$ cat src/rtl/wbuf_pkg.sv
// Shared types for the store buffer.
// Assumes: nothing beyond IEEE 1800-2017.
package wbuf_pkg;
    // Outcome chosen for the access currently on the processor port.
    typedef enum logic [2:0] {
        ACT_IDLE,        // no request
        ACT_DIRECT,      // unbuffered store: wait for empty queue and memory
        ACT_QUEUE,       // store enters the queue
        ACT_ABSORB,      // write-back hit: cache keeps it, mark dirty
        ACT_READ_DRAIN,  // non-cacheable read: wait for empty queue
        ACT_READ_FREE    // cacheable read: no interaction with the queue
    } wb_act_e;
endpackage

$ cat src/rtl/wbuf_classify.sv
// Maps an access and its region attributes to one queue action.
// Assumes: attributes are already the effective ones (region bits
// combined with unit enables) and are held stable with the request.
module wbuf_classify
    import wbuf_pkg::*;
(
    input  logic    req,
    input  logic    we,
    input  logic    swap,
    input  logic    bufable,
    input  logic    cachable,
    input  logic    hit,
    output wb_act_e act
);
    // Decode the action from access kind and B/C/hit.
    always_comb begin
        act = ACT_IDLE;
        if (req) begin
            if (!we) begin
                act = cachable ? ACT_READ_FREE : ACT_READ_DRAIN;
            end else if (swap && !cachable) begin
                act = ACT_DIRECT;
            end else begin
                unique case ({bufable, cachable})
                    2'b00:   act = ACT_DIRECT;
                    2'b01:   act = ACT_QUEUE;
                    2'b10:   act = ACT_QUEUE;
                    default: act = hit ? ACT_ABSORB : ACT_QUEUE;
                endcase
            end
        end
    end
endmodule

$ cat src/rtl/wbuf_fifo.sv
// Address/data queue, first in first out, with an occupancy count.
// Assumes: the caller never pushes when full nor pops when empty;
// both are checked below.
module wbuf_fifo #(
    parameter int AW    = 32,
    parameter int DW    = 32,
    parameter int DEPTH = 16
) (
    input  logic          clk,
    input  logic          rst_n,
    input  logic          push,
    input  logic [AW-1:0] push_addr,
    input  logic [DW-1:0] push_data,
    input  logic          pop,
    output logic [AW-1:0] head_addr,
    output logic [DW-1:0] head_data,
    output logic          empty,
    output logic          full
);
    localparam int PW = (DEPTH > 1) ? $clog2(DEPTH) : 1;
    localparam int CW = $clog2(DEPTH + 1);
    localparam logic [PW-1:0] LAST = PW'(DEPTH - 1);
    localparam logic [CW-1:0] CAP  = CW'(DEPTH);

    logic [AW-1:0] addr_q [DEPTH];
    logic [DW-1:0] data_q [DEPTH];
    logic [PW-1:0] wr_ptr, rd_ptr;
    logic [CW-1:0] count;

    // Store the pushed word at the write slot.
    always_ff @(posedge clk) begin
        if (push) begin
            addr_q[wr_ptr] <= push_addr;
            data_q[wr_ptr] <= push_data;
        end
    end

    // Advance pointers and occupancy.
    always_ff @(posedge clk) begin
        if (!rst_n) begin
            wr_ptr <= '0;
            rd_ptr <= '0;
            count  <= '0;
        end else begin
            if (push) wr_ptr <= (wr_ptr == LAST) ? '0 : wr_ptr + 1'b1;
            if (pop)  rd_ptr <= (rd_ptr == LAST) ? '0 : rd_ptr + 1'b1;
            if (push && !pop)      count <= count + 1'b1;
            else if (pop && !push) count <= count - 1'b1;
        end
    end

    // Present the oldest entry and the fill flags.
    always_comb begin
        head_addr = addr_q[rd_ptr];
        head_data = data_q[rd_ptr];
        empty     = (count == '0);
        full      = (count == CAP);
    end

    a_r8_no_overflow: assert property (@(posedge clk) disable iff (!rst_n)
        (count == CAP) |-> !push);
    a_r9_no_underflow: assert property (@(posedge clk) disable iff (!rst_n)
        (count == '0) |-> !pop);
endmodule

$ cat src/rtl/wbuf_mem_port.sv
// Drives the memory write port from the queue head or, when the queue
// is empty, straight from a direct store on the processor port.
// Assumes: a direct store is only offered while it is the current request.
module wbuf_mem_port #(
    parameter int AW = 32,
    parameter int DW = 32
) (
    input  logic          clk,
    input  logic          rst_n,
    input  logic          q_empty,
    input  logic [AW-1:0] q_addr,
    input  logic [DW-1:0] q_data,
    input  logic          direct_req,
    input  logic [AW-1:0] direct_addr,
    input  logic [DW-1:0] direct_data,
    input  logic          mem_ready,
    output logic          mem_valid,
    output logic [AW-1:0] mem_addr,
    output logic [DW-1:0] mem_data,
    output logic          q_pop
);
    // Queue has priority; direct store only once the queue is empty.
    always_comb begin
        mem_valid = !q_empty || direct_req;
        mem_addr  = q_empty ? direct_addr : q_addr;
        mem_data  = q_empty ? direct_data : q_data;
        q_pop     = !q_empty && mem_ready;
    end

    a_r9_hold_stable: assert property (@(posedge clk) disable iff (!rst_n)
        (mem_valid && !mem_ready && !q_empty)
            |=> (mem_valid && $stable(mem_addr) && $stable(mem_data)));
endmodule

$ cat src/rtl/wbuf_policy_top.sv
// Store buffer steered by region attributes: queues, bypasses or absorbs
// each store, and holds non-cacheable reads and line fills until drained.
// Assumes: the processor holds a request and its fields until taken.
module wbuf_policy_top
    import wbuf_pkg::*;
#(
    parameter int AW    = 32,
    parameter int DW    = 32,
    parameter int DEPTH = 16
) (
    input  logic          clk,
    input  logic          rst_n,
    input  logic          cpu_req,
    input  logic          cpu_we,
    input  logic          cpu_swap,
    input  logic [AW-1:0] cpu_addr,
    input  logic [DW-1:0] cpu_wdata,
    input  logic          cpu_bufable,
    input  logic          cpu_cachable,
    input  logic          cpu_hit,
    output logic          cpu_stall,
    input  logic          fill_req,
    output logic          fill_go,
    output logic          mem_valid,
    output logic [AW-1:0] mem_addr,
    output logic [DW-1:0] mem_data,
    input  logic          mem_ready,
    output logic          dirty_mark
);
    wb_act_e       act;
    logic          q_empty, q_full, q_pop, push, accept;
    logic [AW-1:0] q_addr;
    logic [DW-1:0] q_data;

    wbuf_classify u_classify (
        .req      (cpu_req),
        .we       (cpu_we),
        .swap     (cpu_swap),
        .bufable  (cpu_bufable),
        .cachable (cpu_cachable),
        .hit      (cpu_hit),
        .act      (act)
    );

    wbuf_fifo #(.AW(AW), .DW(DW), .DEPTH(DEPTH)) u_fifo (
        .clk       (clk),
        .rst_n     (rst_n),
        .push      (push),
        .push_addr (cpu_addr),
        .push_data (cpu_wdata),
        .pop       (q_pop),
        .head_addr (q_addr),
        .head_data (q_data),
        .empty     (q_empty),
        .full      (q_full)
    );

    wbuf_mem_port #(.AW(AW), .DW(DW)) u_mem_port (
        .clk         (clk),
        .rst_n       (rst_n),
        .q_empty     (q_empty),
        .q_addr      (q_addr),
        .q_data      (q_data),
        .direct_req  (act == ACT_DIRECT),
        .direct_addr (cpu_addr),
        .direct_data (cpu_wdata),
        .mem_ready   (mem_ready),
        .mem_valid   (mem_valid),
        .mem_addr    (mem_addr),
        .mem_data    (mem_data),
        .q_pop       (q_pop)
    );

    // Stall rule per action, acceptance and queue push.
    always_comb begin
        unique case (act)
            ACT_QUEUE:      cpu_stall = q_full;
            ACT_DIRECT:     cpu_stall = !(q_empty && mem_ready);
            ACT_READ_DRAIN: cpu_stall = !q_empty;
            default:        cpu_stall = 1'b0;
        endcase
        accept  = cpu_req && !cpu_stall;
        push    = accept && (act == ACT_QUEUE);
        fill_go = fill_req && q_empty;
    end

    // One-cycle dirty pulse after an absorbed write-back hit.
    always_ff @(posedge clk) begin
        if (!rst_n) dirty_mark <= 1'b0;
        else        dirty_mark <= accept && (act == ACT_ABSORB);
    end

    a_r6_read_after_drain: assert property (@(posedge clk) disable iff (!rst_n)
        (accept && act == ACT_READ_DRAIN) |-> q_empty);
    a_r2_direct_complete: assert property (@(posedge clk) disable iff (!rst_n)
        (accept && act == ACT_DIRECT) |-> (mem_valid && mem_ready && q_empty));
    a_r7_fill_when_empty: assert property (@(posedge clk) disable iff (!rst_n)
        fill_go |-> q_empty);
    a_r5_pulse_single: assert property (@(posedge clk) disable iff (!rst_n)
        dirty_mark |=> (!dirty_mark || $past(accept)));
endmodule

$ cat config.mk
export PLATFORM = sky130hd
export DESIGN_NAME = wbuf_policy_top
export DESIGN_NICKNAME = d
export VERILOG_FILES = /design/src/rtl/wbuf_pkg.sv /design/src/rtl/wbuf_classify.sv /design/src/rtl/wbuf_fifo.sv /design/src/rtl/wbuf_mem_port.sv /design/src/rtl/wbuf_policy_top.sv
export SDC_FILE = /design/constraint.sdc
export NUM_CORES = 1
export LEC_CHECK = 0
export ABC_AREA = 0
export BUFFER_PORTS_ARGS = -buffer_cell sky130_fd_sc_hd__buf_2
export CAP_MARGIN = 10
export CORE_MARGIN = 1.5
export CORE_UTILIZATION = 50
export CTS_BUF_LIST = sky130_fd_sc_hd__clkbuf_8 sky130_fd_sc_hd__clkbuf_16
export DETAILED_ROUTE_END_ITERATION = 16
export GPL_ROUTABILITY_DRIVEN = 0
export PLACE_DENSITY = 0.73
export REMOVE_ABC_BUFFERS = 1
export SYNTH_ARGS = -nofsm -noshare
export SYNTH_HDL_FRONTEND = slang
export SYNTH_SLANG_ARGS = --single-unit
$ cat constraint.sdc
create_clock -name clk -period 22.8 [get_ports clk]
set_input_delay 1.14 -clock clk [delete_from_list [all_inputs] [get_ports clk]]
set_output_delay 1.14 -clock clk [all_outputs]
set_load 0.02 [all_outputs]
==> flow_summary.toml, run 1 <==
[status]
status = "finished clean"

[place]
io_buffers = 141
hpwl_mm = 43.7

[synth]
yosys.cell_types.count = 43
synth_area_leaders = "edfxtp_1 (76%), mux4_2 (14%), mux2i_1 (1.7%), o221ai_1 (1.4%), nand2_1 (1.4%)"
yosysTopAreaCell = "edfxtp_1"
ys_seq_area_frac = 0.772
yosysWarnings = 0
synth_top_area_frac = 0.763
synthCells = 1839
syn_area_um2 = 40300
ys_ff_latch = 1042
synth.avg_cell_area_um2 = 21.9

[setup_path]
path_class = "register to primary output"
slowest_delay_ns = 0.98
required_ns = 21.66
end_kind = "primary output"
critPathArrivalTime_ns = 5.17
path_max_fanout = 144
crit_top_cell = "buf_4"
cp-start-kind = "register"
crit_chain = "buf_12, buf_4, buf_4, mux4_2, mux2i_1, nand2_1, o221ai_1, o21ai_1, buf_2"
crit_slowest_cell = "buf_4"

[die]
die_w_um = 287
fp.dieH_um = 287
rows = 103
design.portCount = 142
die_area_um2 = 82300
placeableCoreArea_um2 = 79400
start_util = 0.507

[sta]
rsz0062_at_grt = "no"
period_share = 0.277
max_freq_mhz = 159
setup_viol = 0
setup-tns-final_ns = 0
timing_worst_slew_pin_value_ns = 1.19
skew_ns = 0.0233
period_minus_slack_ns = 6.31
hold_viol = 0
maxSlewHeadroom = 0.205
hold_slack_ns = 0.513
finalMaxSlewViolations = 0

[min_path]
min_path_type = "register to register"

[global_routing]
grt_pass1_vias = 20195
antenna_found_initial = 14
overflow = 0
grt_util_all_layers = 0.214
grt_pass1_wl_mm = 129
grt_max_degree = 145

[clock_network]
post_cts.repair.setup_buffers = 0
clock_latency_ns = 0.66
cts_buffers = 103
clock_path_buffers = 3
cts_sinks = 1042
root_buffer = "clkbuf_16"
cts_tree = "built"
h-tree-depth = 3
ctsHoldBuffers = 0
cts_resized = 0
clkTransAtPathRegs_ns = 0.06

[routing]
drt_iter0_drc = 2220
wl_per_cell_um = 27.5
drt-total-wl_mm = 86.8
drt_first_pass_iters = 7
drtAntennaViolNets = 0
vias = 19131
detail_route.vias_per_cell = 6.07
drc = 0

[power]
power.leakage_uw = 0.0139
power_frac_seq = 0.471
p_per_area_nw_per_um2 = 100
switching_power_uw = 1220
clkPwrFrac = 0.362
p_comb_frac = 0.167
p_int_uw = 3310
ir_drop_v = 0.0000983
swShare = 0.270

[final_layout]
seqCellArea_um2 = 31100
multi_input_area_um2 = 8560
fillers = 5722
final_nets = 2096
area_growth_pct = 12.4
drive_above_1_share = 0.284
layout_common_cells = "edfxtp_1 (1024), mux4_2 (256), nand2_1 (146)"
final_common_cell = "edfxtp_1"

[flow_run]
drv_cap = 0
-- synthesized netlist by cell type, drive strengths merged --
cell,n
clkbuf,21
o31ai,1
o2111ai,1
fa,1
ha,10
nor2,8
nand3,6
edfxtp,1024
o221ai,65
a21oi,3
nand3b,2
and2,20
nand2,146
mux2i,67
mux4,256
nand2b,1
nor4,2
and3,1
a311o,1
nand4,1
inv,10
o221a,2
o21ai,70
or4,1
a21boi,4
nor2b,2
dfxtp,18
o211ai,1
xor2,1
xnor2,3
a21o,1
buf,83
nor3,2
or2,1
nor3b,3
-- metal layers --
layer	global-route usage	vias to the layer above	wire, um
met5	0	-	63
met4	0.0586	10	1620
met3	0.0401	118	6720
met2	0.350	821	43600
met1	0.300	10107	34900
li1	-	8075	-
-- kinds of logic after synthesis --
group                      count (synthesis)  share of synthesized area
muxes                                    323                      0.160
AOI/OAI and AO/OA                        149                     0.0257
buffers and inverters                    114                     0.0167
and+or+nand+nor                          196                     0.0211
xor gates and xnor gates                   4                   0.000870
adders and majority gates                 11                    0.00360
DFF                                     1042                      0.772
-- path summary, 6_finish.rpt --
path / startpoint / end / slack, ns / cells past startpoint
max: register / mem_addr[5] / 16.49 / 9
min: u_fifo.rd_ptr[1]$_SDFFE_PN0P_ / register / 0.51 / 2
max reg2reg: u_fifo.count[3]$_SDFFE_PN0P_ / u_fifo.count[4]$_SDFFE_PN0P_ / 19.58 / 10
min reg2reg: u_fifo.rd_ptr[1]$_SDFFE_PN0P_ / register / 0.51 / 2
-- power by group through the flow --
stage	sequential [uW]	combinational [uW]	clock, uW
2_1_floorplan	2200	492	0
4_1_cts	2140	775	1670
3_3_place_gp	2180	763	0
3_5_place_dp	2180	773	0
5_1_grt	2140	822	1750
6_report	2140	758	1640
-- critical path: cells and delay by family, from the launching register on --
kind / cells / cell delay (ns)
simple gates: 1 / 0.08
mux: 2 / 0.73
compound gates: 2 / 0.35
flops: 1 / 0.35
buf+inv: 4 / 2.79
-- cell type report --
class                      instances  area share
sequential                      1042       0.687
clock inverter                    82      0.0138
inverter                          10    0.000829
multi-input combinational        683       0.189
clock buffer                     107      0.0591
antenna                            7    0.000387
tap                             1050      0.0290
timing repair buffer             171      0.0208
-- state kept, by name, summed over array words and instances (netlist names), named ones only --
signal	flops
u_fifo.data_q	512
u_fifo.addr_q	512
dirty_mark	1
u_fifo.rd_ptr	4
u_fifo.count	5
u_fifo.wr_ptr	4
-- metrics by stage --
step                cell area [um^2]  total power, uW  cells  worst slack (ns)   util
floorplan                      39600             2700   1735             11.87      -
global placement               42000             2940   2956             17.06  0.529
detailed placement             42000             2950   2956             17.08  0.529
CTS                            45300             4580   3145             16.38  0.570
global route                   45300             4700   3148             16.11  0.570
finish                         45300             4540   3152             16.49  0.571
(Power assumes the default switching activity.)
==> inputs of run 2 (changes only) <==
- clock period: 22.8 -> 6.1 ns (I/O delays scaled with it)
==> run 2 against run 1 <==
Compared with the run above: routed wire length decreased by 0.55%; register-to-register slack got worse by 17 ns; utilization about the same; clock-buffer cell count unchanged; final area about the same; global-route usage decreased by 0.054 points; cell count increased by 0.13%; sequential share of layout area about the same; setup slack got worse by 14 ns; non-clock buffer count increased by 9; critical path depth decreased by 2; clock skew increased by 0.0037 ns; critical path type unchanged.
==> flow_summary.toml, run 2 (synthesis gave the netlist of run 1 again) <==
[sta]
maxSlewHeadroom = 0.337
rsz0062_at_grt = "no"
hold_viol = 0
finalMaxSlewViolations = 0
setup-tns-final_ns = 0
timing_worst_slew_pin_value_ns = 0.994
max_freq_mhz = 254
setup_viol = 0
period_share = 0.645
skew_ns = 0.0270
period_minus_slack_ns = 3.93

[place]
hpwl_mm = 44.1
io_buffers = 141

[die]
design.portCount = 142
placeableCoreArea_um2 = 79400
die_w_um = 287
rows = 103
fp.dieH_um = 287
start_util = 0.507
die_area_um2 = 82300

[final_layout]
reg_top3 = "u_fifo.addr_q (512), u_fifo.data_q (512), u_fifo.count (5)"
area_growth_pct = 12.5
final_nets = 2102
layout_common_cells = "edfxtp_1 (1024), mux4_2 (256), nand2_1 (146)"
drive_above_1_share = 0.284
final_common_cell = "edfxtp_1"

[clock_network]
cts_tree = "built"
cts_sinks = 1042
clock_path_buffers = 3
clkTransAtPathRegs_ns = 0.07
cts_resized = 0
h-tree-depth = 3
clock_latency_ns = 0.66
root_buffer = "clkbuf_16"
cts_buffers = 100

[global_routing]
overflow = 0
grt_max_degree = 107
grt_pass1_vias = 20168
grt_util_all_layers = 0.214
grt_pass1_wl_mm = 129
antenna_found_initial = 12

[setup_path]
critPathArrivalTime_ns = 3.63
cp-start-kind = "register"
required_ns = 5.79
cp.buffers_inverters = 2
slowest_delay_ns = 1.00
crit_slowest_cell = "dfxtp_4"
path_class = "register to primary output"
path_max_fanout = 53
crit_chain = "buf_4, mux4_2, mux2i_1, nand2_1, o221ai_1, o21ai_1, buf_2"
cp_top_family = "flip-flops"
end_kind = "primary output"

[routing]
detail_route.vias_per_cell = 6.07
drc = 0
drtAntennaViolNets = 0
vias = 19171
drt-total-wl_mm = 86.4
drt_first_pass_iters = 7
wl_per_cell_um = 27.4
drt_iter0_drc = 2137

[min_path]
min_path_type = "input port to register"

[power]
ir_drop_v = 0.000275
power.total_uw = 16800
p_per_area_nw_per_um2 = 371
power.leakage_uw = 0.0140

[flow_run]
drv_cap = 0

[status]
status = "finished clean"
[run 2: cell count changes in the layout (fill, tap and decap cells not counted), sizes merged]
cell | previous run | this run
inv | 32 | 41
bufinv | 9 | 6
dlygate4sd3 | 0 | 7
diode | 7 | 3
buf | 171 | 173
clkinv | 46 | 42
clkinvlp | 5 | 2
[run 2: through the flow]
step	std cells	setup WS (ns)	hold WS, ns	cell area [um^2]	util
after global placement	2957	2.67	0.491	42000	0.530
after CTS	3153	2.06	0.000862	45300	0.571
after floorplan	1735	-3.99	0.404	39600	-
final	3156	2.17	0.0301	45300	0.571
after detailed placement	2958	2.70	0.499	42100	0.530
after global routing	3155	1.87	0.0225	45300	0.571
[run 2: cell type report]
| type | instances | area (um^2) |
|---|---|---|
| Timing Repair Buffer | 180 | 1100 |
| Antenna cell | 3 | 7.51 |
| Inverter | 10 | 37.5 |
| Fill cell | 5724 | 34100 |
| Clock inverter | 81 | 533 |
| Clock buffer | 107 | 2630 |
| Tap cell | 1050 | 1310 |
| Sequential cell | 1042 | 31100 |
| Multi-Input combinational cell | 683 | 8560 |
[run 2: power breakdown]
group | internal [uW] | switching (uW) | total [uW]
clock network | 3360 | 2570 | 5930
registers | 7910 | 63.2 | 7970
logic | 979 | 1940 | 2920
[run 2: worst paths after layout]
| check | start | endpoint | slack (ns) | cells after the start |
|---|---|---|---|---|
| setup / recovery | register | mem_addr[11] | 2.17 | 7 |
| hold / removal | cpu_wdata[29] | u_fifo.data_q[7][29]$_DFFE_PP_ | 0.03 | 1 |
| setup reg to reg | u_fifo.count[0]$_SDFFE_PN0P_ | u_fifo.count[4]$_SDFFE_PN0P_ | 2.86 | 10 |
| hold reg to reg | u_fifo.rd_ptr[1]$_SDFFE_PN0P_ | register | 0.51 | 2 |
[run 2: worst register-to-register path, cell delays in order (launching register included)]
cell	delay (ns)
dfxtp_1	0.35
or4_4	0.58
o221ai_2	0.54
inv_1	0.21
ha_1	0.28
inv_1	0.15
ha_1	0.28
a21o_1	0.17
a21oi_1	0.17
mux2i_1	0.24
mux2i_1	0.20
[run 2: layer usage]
layer  vias to the layer above  global-route usage  share of wire
li1                       8080                   -              -
met1                     10092               0.296           0.40
met2                       846               0.347           0.49
met3                       141              0.0421          0.083
met4                        12              0.0653          0.022
met5                         -                   0        0.00086
[run 2: timing repair]
item	4_1_cts	5_1_grt
hold endpoints to repair	12	0
hold buffers	7	0
setup buffers	0	0
endpoints found under the setup margin	0	0
==> inputs of run 3 (changes only) <==
- PLACE_DENSITY: 0.73 -> 0.75
- clock period: 6.1 -> 3.35 ns (I/O delays scaled with it)
==> run 3 against run 2 <==
Compared with the run above: die area did not move; hold slack improved by 0.14 ns; via count rose by 2.1%; global-route usage fell by 0.15 points; critical path depth fell by 2; critical path type unchanged; critical endpoint is now mem_addr[27].
==> flow_summary.toml, run 3 (synthesis gave the netlist of run 1 again) <==
[status]
status = "finished clean"

[clock_network]
h-tree-depth = 3
cts_tree = "built"
clkTransAtPathRegs_ns = 0.06
clock_path_buffers = 3
cts_buffers = 99
post_cts.repair.setup_buffers = 0
root_buffer = "clkbuf_16"
clock_latency_ns = 0.66
cts_sinks = 1042

[setup_path]
cp-start-kind = "register"
path_max_fanout = 49
end_kind = "primary output"
required_ns = 3.18
path_class = "register to primary output"
critPathArrivalTime_ns = 2.98
rrSetupSlack_ns = 0.55

[routing]
wl_met3_mm = 7.27
drt_iter0_drc = 2411
vias = 19580
drt_first_pass_iters = 5
top_layer_used = "met5"
drc = 0
drt-total-wl_mm = 86.2
drtAntennaViolNets = 0
wl_met1_mm = 34.5
met2_wirelength_mm = 43.2
wl_per_cell_um = 26.6
detail_route.vias_per_cell = 6.03

[place]
post_dp_cell_area_um2 = 42700
hpwl_mm = 45.6
io_buffers = 141

[die]
rows = 103
fp.dieH_um = 287
die_w_um = 287
design.portCount = 142
die_area_um2 = 82300
placeableCoreArea_um2 = 79400
start_util = 0.507

[final_layout]
fin_util = 0.590
fin_area_um2 = 46800
multi_input_area_um2 = 8570
fillers = 5442
drive_above_1_share = 0.295
area_growth_pct = 16.3
seqCellArea_um2 = 31100
layout_common_cells = "edfxtp_1 (1024), mux4_2 (256), nand2_1 (146)"
final_nets = 2194
final_common_cell = "edfxtp_1"
reg_top3 = "u_fifo.addr_q (512), u_fifo.data_q (512), u_fifo.count (5)"

[power]
power_frac_seq = 0.461
p_int_uw = 23000
ir_drop_v = 0.000500
clkPwrFrac = 0.366
p_comb_frac = 0.173
power.leakage_uw = 0.0145
swShare = 0.267
p_per_area_nw_per_um2 = 671
switching_power_uw = 8400

[sta]
rsz0062_at_grt = "no"
period_share = 0.940
setup_viol = 0
hold_viol = 0
skew_ns = 0.0244
setup-tns-final_ns = 0
finalMaxSlewViolations = 0
timing_worst_slew_pin_value_ns = 1.07
max_freq_mhz = 318
maxSlewHeadroom = 0.282
period_minus_slack_ns = 3.15

[global_routing]
grt_util_all_layers = 0.212
grt_pass1_vias = 20236
overflow = 0
antenna_found_initial = 5
grt_max_degree = 76
grt_pass1_wl_mm = 129

[min_path]
min_path_type = "input port to register"

[flow_run]
drv_cap = 0
-- run 3: changes by cell type in the layout (fill, tap and decap cells not counted), sizes merged --
| cell | before | now |
|---|---|---|
| clkinv | 42 | 43 |
| dlygate4sd3 | 7 | 70 |
| diode | 3 | 1 |
| buf | 173 | 203 |
| bufinv | 6 | 15 |
| clkbuf | 107 | 101 |
| inv | 41 | 26 |
| clkinvlp | 2 | 11 |
-- run 3: worst paths after layout --
kind / startpoint / to / depth (start not counted)
worst max-delay path: register / mem_addr[27] / 5
worst min-delay path: cpu_swap / u_fifo.wr_ptr[0]$_SDFFE_PN0P_ / 6
worst max register to register: u_fifo.count[0]$_SDFFE_PN0P_ / u_fifo.count[4]$_SDFFE_PN0P_ / 10
worst min register to register: u_fifo.count[4]$_SDFFE_PN0P_ / u_fifo.count[4]$_SDFFE_PN0P_ / 2
-- run 3: cell type report --
| cell class | count | area share |
|---|---|---|
| Inverter | 10 | 0.000802 |
| Tap cell | 1050 | 0.0281 |
| Sequential cell | 1042 | 0.665 |
| Clock inverter | 85 | 0.0190 |
| Timing Repair Buffer | 273 | 0.0508 |
| Antenna cell | 1 | 0.0000534 |
| Clock buffer | 101 | 0.0537 |
| Multi-Input combinational cell | 683 | 0.183 |
-- run 3: worst max-delay path: stages, from the launching register on --
cell and delay [ns]:
dfxtp_4 0.61, buf_12 0.38, mux4_2 0.56, o221ai_1 0.36
o21ai_2 0.17, buf_2 0.21
-- run 3: through the flow --
step           total power (uW)  worst slack (ns)  cells  hold WS (ns)
3_3_place_gp              20100             0.665   2988         0.440
6_report                  31400             0.201   3245         0.173
2_1_floorplan             18400             -6.60   1735         0.266
5_1_grt                   32500            0.0172   3244         0.252
4_1_cts                   31600            0.0540   3244         0.130
3_5_place_dp              20100             0.596   2988         0.452
-- run 3: routing by layer --
layer	vias up	global-route usage
li1	8271	-
met1	10295	0.297
met2	902	0.348
met3	106	0.0429
met4	6	0.0497
met5	-	0
-- run 3: what timing repair did --
item,CTS,global route
endpoints found under the hold margin,1040,0
endpoints found under the setup margin,0,3
hold buffers,70,0
resized for setup,0,4
-- run 3: power groups by stage --
stage	sequential, uW	combinational (uW)	clock (uW)
after global placement	14800	5310	0
after detailed placement	14800	5370	0
after CTS	14500	5500	11600
after global routing	14500	5880	12100
after floorplan	15000	3350	0
final	14500	5440	11500
